<file path="config.mk">
export PLATFORM = sky130hd
export DESIGN_NAME = timer_counter
export DESIGN_NICKNAME = d
export VERILOG_FILES = /design/src/rtl/tc_pkg.sv /design/src/rtl/tc_prescaler.sv /design/src/rtl/tc_sync.sv /design/src/rtl/tc_count_core.sv /design/src/rtl/timer_counter.sv
export SDC_FILE = /design/constraint.sdc
export NUM_CORES = 1
export LEC_CHECK = 0
export BUFFER_PORTS_ARGS = -buffer_cell sky130_fd_sc_hd__buf_2
export CAP_MARGIN = 20
export CORE_MARGIN = 4
export CORE_UTILIZATION = 55
export DETAILED_ROUTE_END_ITERATION = 8
export GPL_TIMING_DRIVEN = 0
export PLACE_DENSITY = 0.77
export SYNTH_ARGS = -nofsm -noshare
export SYNTH_HDL_FRONTEND = slang
export SYNTH_SLANG_ARGS = --single-unit
</file>
<file path="constraint.sdc">
create_clock -name clk -period 2.1 [get_ports clk]
set_input_delay 0.21 -clock clk [delete_from_list [all_inputs] [get_ports clk]]
set_output_delay 0.21 -clock clk [all_outputs]
set_load 0.005 [all_outputs]
</file>
<file path="src/rtl/tc_pkg.sv">
package tc_pkg;
  localparam int SEL_W = 2;
  localparam int CFG_W = 4;

  typedef enum logic [SEL_W-1:0] {
    SEL_LO   = 2'd0,
    SEL_HI   = 2'd1,
    SEL_MODE = 2'd2,
    SEL_CTRL = 2'd3
  } reg_sel_e;

  // bit positions inside the mode nibble
  localparam int CFG_GATE = 3;
  localparam int CFG_SRC  = 2;
  localparam int CFG_M1   = 1;
  localparam int CFG_M0   = 0;

  // bit positions inside the control byte
  localparam int CTL_RUN = 0;
  localparam int CTL_TF  = 1;
endpackage

</file>
<file path="src/rtl/tc_prescaler.sv">
module tc_prescaler #(
  parameter int PRESCALE = 12
) (
  input  logic clk,
  input  logic rst_n,
  input  logic tick_en,
  output logic mc_tick
);
  localparam int PS_W = (PRESCALE > 2) ? $clog2(PRESCALE) : 1;
  localparam logic [PS_W-1:0] LAST = PS_W'(PRESCALE - 1);

  logic [PS_W-1:0] phase_q;

  assign mc_tick = tick_en && (phase_q == LAST);

  always_ff @(posedge clk or negedge rst_n) begin
    if (!rst_n) phase_q <= '0;
    else if (tick_en) phase_q <= (phase_q == LAST) ? '0 : phase_q + 1'b1;
  end

  generate
    if (PRESCALE > 1) begin : g_spacing
      p_tick_spacing_r2: assert property (@(posedge clk) disable iff (!rst_n)
        mc_tick |=> !mc_tick);
    end
  endgenerate
endmodule

</file>
<file path="src/rtl/tc_sync.sv">
module tc_sync #(
  parameter int STAGES = 2
) (
  input  logic clk,
  input  logic rst_n,
  input  logic d,
  output logic q
);
  logic [STAGES-1:0] sh_q;

  generate
    if (STAGES == 1) begin : g_one
      always_ff @(posedge clk or negedge rst_n) begin
        if (!rst_n) sh_q <= '0;
        else sh_q <= d;
      end
    end else begin : g_many
      always_ff @(posedge clk or negedge rst_n) begin
        if (!rst_n) sh_q <= '0;
        else sh_q <= {sh_q[STAGES-2:0], d};
      end
    end
  endgenerate

  assign q = sh_q[STAGES-1];
endmodule

</file>
<file path="src/rtl/tc_count_core.sv">
module tc_count_core #(
  parameter int HALF_W = 8
) (
  input  logic              clk,
  input  logic              rst_n,
  input  logic              inc,
  input  logic              reload_mode,
  input  logic              wr_lo,
  input  logic              wr_hi,
  input  logic [HALF_W-1:0] wr_data,
  input  logic              tf_wr,
  input  logic              tf_wval,
  input  logic              tf_ack,
  output logic [HALF_W-1:0] th,
  output logic [HALF_W-1:0] tl,
  output logic              tf
);
  localparam int FULL_W = 2 * HALF_W;

  logic cpu_wr;
  logic step;
  logic ovf;
  logic [FULL_W-1:0] wide_next;

  assign cpu_wr    = wr_lo || wr_hi;
  assign step      = inc && !cpu_wr;
  assign wide_next = {th, tl} + 1'b1;
  assign ovf       = step && (reload_mode ? (&tl) : (&{th, tl}));

  always_ff @(posedge clk or negedge rst_n) begin
    if (!rst_n) begin
      th <= '0;
      tl <= '0;
    end else if (cpu_wr) begin
      if (wr_lo) tl <= wr_data;
      if (wr_hi) th <= wr_data;
    end else if (step) begin
      if (reload_mode) tl <= (&tl) ? th : tl + 1'b1;
      else {th, tl} <= wide_next;
    end
  end

  always_ff @(posedge clk or negedge rst_n) begin
    if (!rst_n) tf <= 1'b0;
    else if (ovf) tf <= 1'b1;
    else if (tf_wr) tf <= tf_wval;
    else if (tf_ack) tf <= 1'b0;
  end

  p_wrap_r3: assert property (@(posedge clk) disable iff (!rst_n)
    (inc && !cpu_wr && !reload_mode && (&th) && (&tl)) |=> (tf && th == '0 && tl == '0));
  p_reload_r4: assert property (@(posedge clk) disable iff (!rst_n)
    (inc && !cpu_wr && reload_mode && (&tl)) |=> (tf && tl == $past(th) && $stable(th)));
  p_wr_wins_r9: assert property (@(posedge clk) disable iff (!rst_n)
    (inc && wr_lo) |=> (tl == $past(wr_data)));
  p_tf_keep_r10: assert property (@(posedge clk) disable iff (!rst_n)
    (ovf && tf_ack) |=> tf);
endmodule

</file>
<file path="src/rtl/timer_counter.sv">
module timer_counter #(
  parameter int HALF_W      = 8,
  parameter int PRESCALE    = 12,
  parameter int SYNC_STAGES = 2
) (
  input  logic              clk,
  input  logic              rst_n,
  input  logic              tick_en,
  input  logic              t_pin,
  input  logic              int_pin,
  input  logic              wr_en,
  input  logic [1:0]        reg_sel,
  input  logic [HALF_W-1:0] wr_data,
  output logic [HALF_W-1:0] rd_data,
  input  logic              tf_ack,
  output logic              tf
);
  import tc_pkg::*;

  logic [CFG_W-1:0]  cfg_q;
  logic              run_q;
  logic              mc_tick;
  logic              t_s, int_s, t_prev_q;
  logic              t_fall, src_evt, gate_ok, inc;
  logic              wr_lo, wr_hi, wr_cfg, wr_ctl;
  logic              reload_mode;
  logic [HALF_W-1:0] th, tl;

  assign wr_lo  = wr_en && (reg_sel == SEL_LO);
  assign wr_hi  = wr_en && (reg_sel == SEL_HI);
  assign wr_cfg = wr_en && (reg_sel == SEL_MODE);
  assign wr_ctl = wr_en && (reg_sel == SEL_CTRL);

  always_ff @(posedge clk or negedge rst_n) begin
    if (!rst_n) begin
      cfg_q <= '0;
      run_q <= 1'b0;
    end else begin
      if (wr_cfg) cfg_q <= wr_data[CFG_W-1:0];
      if (wr_ctl) run_q <= wr_data[CTL_RUN];
    end
  end

  tc_prescaler #(.PRESCALE(PRESCALE)) u_div (
    .clk(clk), .rst_n(rst_n), .tick_en(tick_en), .mc_tick(mc_tick)
  );

  tc_sync #(.STAGES(SYNC_STAGES)) u_sync_t (
    .clk(clk), .rst_n(rst_n), .d(t_pin), .q(t_s)
  );

  tc_sync #(.STAGES(SYNC_STAGES)) u_sync_int (
    .clk(clk), .rst_n(rst_n), .d(int_pin), .q(int_s)
  );

  // event pin sampled once per machine tick
  always_ff @(posedge clk or negedge rst_n) begin
    if (!rst_n) t_prev_q <= 1'b0;
    else if (mc_tick) t_prev_q <= t_s;
  end

  assign t_fall      = mc_tick && t_prev_q && !t_s;
  assign src_evt     = cfg_q[CFG_SRC] ? t_fall : mc_tick;
  assign gate_ok     = !cfg_q[CFG_GATE] || int_s;
  assign inc         = run_q && gate_ok && src_evt;
  assign reload_mode = cfg_q[CFG_M1] && !cfg_q[CFG_M0];

  tc_count_core #(.HALF_W(HALF_W)) u_core (
    .clk(clk), .rst_n(rst_n), .inc(inc), .reload_mode(reload_mode),
    .wr_lo(wr_lo), .wr_hi(wr_hi), .wr_data(wr_data),
    .tf_wr(wr_ctl), .tf_wval(wr_data[CTL_TF]), .tf_ack(tf_ack),
    .th(th), .tl(tl), .tf(tf)
  );

  always_comb begin
    rd_data = '0;
    case (reg_sel)
      SEL_LO:   rd_data = tl;
      SEL_HI:   rd_data = th;
      SEL_MODE: rd_data[CFG_W-1:0] = cfg_q;
      default: begin
        rd_data[CTL_RUN] = run_q;
        rd_data[CTL_TF]  = tf;
      end
    endcase
  end

  p_edge_once_r6: assert property (@(posedge clk) disable iff (!rst_n)
    t_fall |=> !t_fall);
  p_gate_hold_r7: assert property (@(posedge clk) disable iff (!rst_n)
    (cfg_q[CFG_GATE] && !int_s && !wr_lo && !wr_hi) |=> ($stable(tl) && $stable(th)));
  p_run_hold_r8: assert property (@(posedge clk) disable iff (!rst_n)
    (!run_q && !wr_lo && !wr_hi) |=> ($stable(tl) && $stable(th)));
  p_read_mode_r11: assert property (@(posedge clk) disable iff (!rst_n)
    (wr_cfg && reg_sel == SEL_MODE) |=> (reg_sel != SEL_MODE || rd_data[CFG_W-1:0] == $past(wr_data[CFG_W-1:0])));
endmodule

</file>
==> results_dict.tcl, run 1 <==
set metrics [dict create \
    drc 0 \
    final.setup.tns_ns 0 \
    crit_required_ns 2.39 \
    vias 1706 \
    fp.dieW_um 66.8 \
    insertion_delay_ns 0.34 \
    postRouteWirelength_mm 4.69 \
    synth_edf_count 0 \
    outcome "completed" \
    yosys_register_bits 31 \
    grt_pass1_vias 1628 \
    dr.pass1.iters 4 \
    finalHoldViolCount 0 \
    dp_worst_setup_slack_ns 0.199 \
    area_growth_pct 14.2 \
    worst_pin_slew_ns 0.683 \
    max-slew-margin-rel 0.545 \
    final_cell_count_no_fill 286 \
    dieArea_um2 4460 \
    powerDensity_nw_per_um2 915 \
    h-tree-depth 2 \
    synth_nets 223 \
    grt_max_degree 32 \
    timing.fmax_mhz 513 \
    synthArstFlopShare 1.00 \
    diodes 0 \
    whs_ns 0.127 \
    dp_hpwl_mm 3.46 \
    r2r_setup_slack_ns 0.15 \
    grt-ovfl-total 0 \
    syn_inst 204 \
    place.gp.congestion 0.961 \
    critPathCaptureType "register" \
    final_cell_mix "dfrtp_1, buf_2, nand2_1" \
    skew_ns 0.00832 \
    pin_count 26 \
    grt_first_pass_wirelength_mm 7.69 \
    r2r_cells 7 \
    drt_iter0_markers 135 \
    wire_per_inst_um 16.4 \
    max_cap_viol_count 0 \
    grt_antenna_before_repair 0 \
    crit_start "u_core.tl[0]$_DFFE_PN0P_" \
    fin_nets 258 \
    start_util 0.570 \
    finalInstanceArea_um2 2170 \
    final_common_cell "dfrtp_1" \
    synth-seq-area-share 0.408 \
    track_usage 0.235 \
    coreArea_um2 3340 \
    synthFlopType "dfrtp_1" \
    drt-vias-per-instance 5.97 \
    fin_util 0.651 \
    rsz0062_at_grt "false" \
    hold_class "input pin to register" \
    ys_warn_count 0 \
    final.min_clock_period_ns 1.95 \
    start_kind "register" \
    drv_slew 0 \
    reg2reg_from "u_core.tl[0]$_DFFE_PN0P_" \
    yosysUniqueCellTypes 44 \
    cp_max_fo 8 \
    drtAntennaViolNets 0 \
    finalSetupViolCount 0 \
    fin_ws_ns 0.149 \
    place_inst 275 \
    synth_area_per_cell_um2 9.32 \
    crit_type "register to register" \
    ir_drop_v 0.000589 \
    cts_made_buffers 5 \
    worstReg2RegEnd "u_core.tl[1]$_DFFE_PN0P_" \
    leakage_nw 0.955 \
    cts_tree "yes" \
    port_buffers 25 \
    worstPathArrival_ns 2.24 \
    cts_sinks 31 \
    min_period_over_period 0.929 \
    std_cell_rows 21 \
    clk_pin_slew_ns 0.10 \
    netlist_area_um2 1900 \
    crit_end "u_core.tl[1]$_DFFE_PN0P_" \
    layout-drive-gt1-share 0.225 \
    root_buffer "clkbuf_4" \
    p_total_mw 1.99 \
    dieHeight_um 66.8 \
    placed_area_um2 2080 \
    clock_path_buffers 2 \
]
[area by class of cell]
| type | instances | area, µm² |
|---|---|---|
| Tap cell | 46 | 57.6 |
| Buffer | 13 | 65.1 |
| Multi-Input combinational cell | 157 | 1050 |
| Sequential cell | 31 | 776 |
| Fill cell | 297 | 1160 |
| Timing Repair Buffer | 28 | 155 |
| Clock inverter | 3 | 20.0 |
| Inverter | 3 | 11.3 |
| Clock buffer | 5 | 37.5 |
[cell usage after synthesis, drive strengths merged, types with 2 or more instances]
| master | instances | area share |
|---|---|---|
| dfrtp | 31 | 0.41 |
| nand2 | 21 | 0.041 |
| o21ai | 20 | 0.053 |
| a21oi | 18 | 0.051 |
| nor2 | 17 | 0.034 |
| nand3 | 12 | 0.034 |
| clkbuf | 7 | 0.014 |
| mux2 | 7 | 0.041 |
| mux2i | 7 | 0.037 |
| buf | 6 | 0.020 |
| nor2b | 5 | 0.016 |
| a211oi | 4 | 0.016 |
| a22o | 4 | 0.018 |
| a31oi | 4 | 0.013 |
| a21o | 3 | 0.012 |
| and4 | 3 | 0.014 |
| inv | 3 | 0.0059 |
| o22ai | 3 | 0.0099 |
| a2bb2oi | 2 | 0.012 |
| a41o | 2 | 0.011 |
| and2 | 2 | 0.0066 |
| and3 | 2 | 0.0066 |
| ha | 2 | 0.013 |
| mux4 | 2 | 0.024 |
| nand2b | 2 | 0.0066 |
| o22a | 2 | 0.0092 |
[state kept, by name, indices dropped and copies added (netlist names)]
register and flops:
run_q 1, t_prev_q 1, u_sync_t.sh_q 2, u_div.phase_q 4
cfg_q 4, u_core.tf 1, u_sync_int.sh_q 2, u_core.th 8
u_core.tl 8
[logic make-up after synthesis]
family                     count (synthesis)  share of synthesized area
adders and majority gates                  2                     0.0132
and+or+nand+nor                           69                      0.186
DFF                                       31                      0.408
buffers and inverters                     16                     0.0401
muxes                                     16                      0.102
AOI/OAI and AO/OA                         68                      0.242
xor gates and xnor gates                   2                    0.00921
[metal layers]
metal	routed length, µm	vias to the layer above	GRT usage	part of all wire
met5	0	-	0	0
met4	78	0	0.0711	0.017
met3	334	9	0.0742	0.071
met2	2210	61	0.373	0.47
met1	2060	813	0.305	0.44
li1	-	823	-	-
[worst max-delay path, stage by stage (launching register included)]
cell	delay (ns)
dfrtp_1	0.47
ha_1	0.24
and3_1	0.16
clkbuf_1	0.22
nand3_2	0.23
mux2i_1	0.18
a211oi_1	0.29
a21o_1	0.11
[how the worst min path moves through the flow]
stage                           from                      endpoint  slack [ns]  cells after the start
final                     wr_data[0]             run_q$_DFFE_PN0P_        0.13                      2
after global routing      wr_data[1]          cfg_q[1]$_DFFE_PN0P_        0.13                      2
after CTS                 wr_data[0]             run_q$_DFFE_PN0P_        0.12                      2
after detailed placement       rst_n  u_div.phase_q[1]$_DFFE_PN0P_        0.29                      1
after global placement         rst_n  u_div.phase_q[0]$_DFFE_PN0P_        0.29                      1
after floorplan                rst_n          cfg_q[0]$_DFFE_PN0P_       -0.09                      0
[power by group]
part | switching [mW] | leakage, nW | internal, mW
logic | 0.314 | 0.563 | 0.329
registers | 0.231 | 0.365 | 0.764
clock network | 0.221 | 0.0272 | 0.128
total | 0.766 | 0.955 | 1.22
[repair_timing]
action                                  in CTS  in global routing
endpoints found under the hold margin       33                  0
gates resized for setup                      0                  0
setup buffers                                0                  0
hold buffers                                 3                  0
endpoints found under the setup margin       0                  0
Power figures use the tool's default switching activity.
==> run 2: changes to the inputs <==
PLACE_DENSITY = 0.74   (was 0.77)
==> results_dict.tcl, run 2 (synthesis results as in run 1) <==
set metrics [dict create \
    cp_max_fo 8 \
    layout-drive-gt1-share 0.225 \
    track_usage 0.243 \
    min_to "cfg_q[0]$_DFFE_PN0P_" \
    max_cap_viol_count 0 \
    coreArea_um2 3340 \
    insertion_delay_ns 0.35 \
    fp.dieW_um 66.8 \
    crit_start "u_core.tl[0]$_DFFE_PN0P_" \
    drt-vias-per-instance 6.12 \
    hold_start "wr_data[0]" \
    start_util 0.570 \
    r2r_setup_slack_ns 0.12 \
    dieHeight_um 66.8 \
    timing.fmax_mhz 505 \
    clock_path_buffers 2 \
    root_buffer "clkbuf_4" \
    diodes 0 \
    vias 1751 \
    final_common_cell "dfrtp_1" \
    cts_tree "yes" \
    worstReg2RegEnd "u_core.tl[1]$_DFFE_PN0P_" \
    outcome "completed" \
    r2r_cells 7 \
    leakage_nw 0.976 \
    critPathCaptureType "register" \
    dr.pass1.iters 4 \
    worstPathArrival_ns 2.27 \
    h-tree-depth 2 \
    hold_class "input pin to register" \
    area_growth_pct 15.7 \
    post_cts_buffers 0 \
    finalHoldViolCount 0 \
    pin_count 26 \
    wire_per_inst_um 16.5 \
    final_cell_count_no_fill 286 \
    std_cell_rows 21 \
    worst_pin_slew_ns 0.657 \
    cts_sinks 31 \
    grt_pass1_vias 1630 \
    crit_type "register to register" \
    finalSetupViolCount 0 \
    final_cell_mix "dfrtp_1, buf_2, nand2_1" \
    grt_antenna_before_repair 0 \
    reg2reg_from "u_core.tl[0]$_DFFE_PN0P_" \
    dp_hpwl_mm 3.48 \
    reg_top3 "u_core.th: 8 flops, u_core.tl: 8 flops" \
    powerDensity_nw_per_um2 961 \
    grt-ovfl-total 0 \
    skew_ns 0.0170 \
    start_kind "register" \
    place.gp.congestion 0.917 \
    grt_max_degree 32 \
    final.min_clock_period_ns 1.98 \
    drv_slew 0 \
    max-slew-margin-rel 0.562 \
    min_period_over_period 0.944 \
    min_path_cells 2 \
    grt_first_pass_wirelength_mm 8.02 \
    clk_pin_slew_ns 0.11 \
    final.setup.tns_ns 0 \
    crit_required_ns 2.38 \
    postRouteWirelength_mm 4.73 \
    dieArea_um2 4460 \
    rsz0062_at_grt "false" \
    port_buffers 25 \
    cts_made_buffers 5 \
    drc 0 \
    place_inst 275 \
    fin_nets 258 \
    ir_drop_v 0.000564 \
    drtAntennaViolNets 0 \
    drt_iter0_markers 121 \
    n_fill_cell 302 \
]
run 2: changes by cell type in the layout (fill, tap and decap cells not counted), sizes merged:
cell / before / now
clkinvlp: 2 / 0
bufinv: 0 / 1
clkbuf: 12 / 13
run 2: per-stage QoR:
| step | power, mW | hold WS, ns | worst slack [ns] | util | cell area (µm²) |
|---|---|---|---|---|---|
| after global placement | 1.59 | 0.275 | 0.226 | 0.625 | 2080 |
| final | 2.12 | 0.117 | 0.118 | 0.660 | 2200 |
| after floorplan | 1.41 | -0.0856 | 0.398 | - | 1900 |
| after global routing | 2.28 | 0.108 | 0.0276 | 0.660 | 2200 |
| after detailed placement | 1.62 | 0.284 | 0.198 | 0.625 | 2080 |
| after CTS | 2.12 | 0.111 | 0.157 | 0.660 | 2200 |
run 2: critical path: stages, from the launching register on:
cell and delay [ns]:
dfrtp_1 0.45, ha_1 0.25, and3_1 0.17, clkbuf_1 0.22, nand3_2 0.23, mux2i_1 0.17, a211oi_1 0.31, a21o_1 0.12
run 2: per-layer routing:
metal | routed length [µm] | track usage | vias up
met5 | 0 | 0 | -
li1 | - | - | 821
met2 | 2180 | 0.361 | 80
met1 | 2030 | 0.337 | 840
met3 | 425 | 0.0624 | 10
met4 | 97 | 0.0964 | 0
run 2: layout make-up:
class	count	area [µm²]	area share
buffer	13	65.1	0.0296
multi-input combinational	157	1050	0.477
sequential	31	776	0.352
tap	46	57.6	0.0262
inverter	3	11.3	0.00512
timing repair buffer	28	155	0.0705
clock buffer	6	51.3	0.0233
clock inverter	2	35.0	0.0159
run 2: power by group:
group / internal, mW / leakage [nW] / switching [mW]
Clock: 0.281 / 0.0482 / 0.214
Sequential: 0.764 / 0.365 / 0.224
Combinational: 0.327 / 0.563 / 0.307
run 2: timing repair:
item | 4_1_cts | 5_1_grt
endpoints found under the setup margin | 0 | 0
resized for setup | 0 | 0
endpoints found under the hold margin | 33 | 0
hold buffers | 3 | 0
run 2: how the worst max path moves through the flow:
| stage | cells past startpoint | slack (ns) | to |
|---|---|---|---|
| 2_1_floorplan | 6 | 0.40 | u_core.tl[5]$_DFFE_PN0P_ |
| 3_3_place_gp | 7 | 0.23 | u_core.tl[1]$_DFFE_PN0P_ |
| 3_5_place_dp | 7 | 0.20 | u_core.tl[1]$_DFFE_PN0P_ |
| 4_1_cts | 7 | 0.16 | u_core.tl[1]$_DFFE_PN0P_ |
| 5_1_grt | 7 | 0.03 | u_core.th[2]$_DFFE_PN0P_ |
| 6_report | 7 | 0.12 | u_core.tl[1]$_DFFE_PN0P_ |
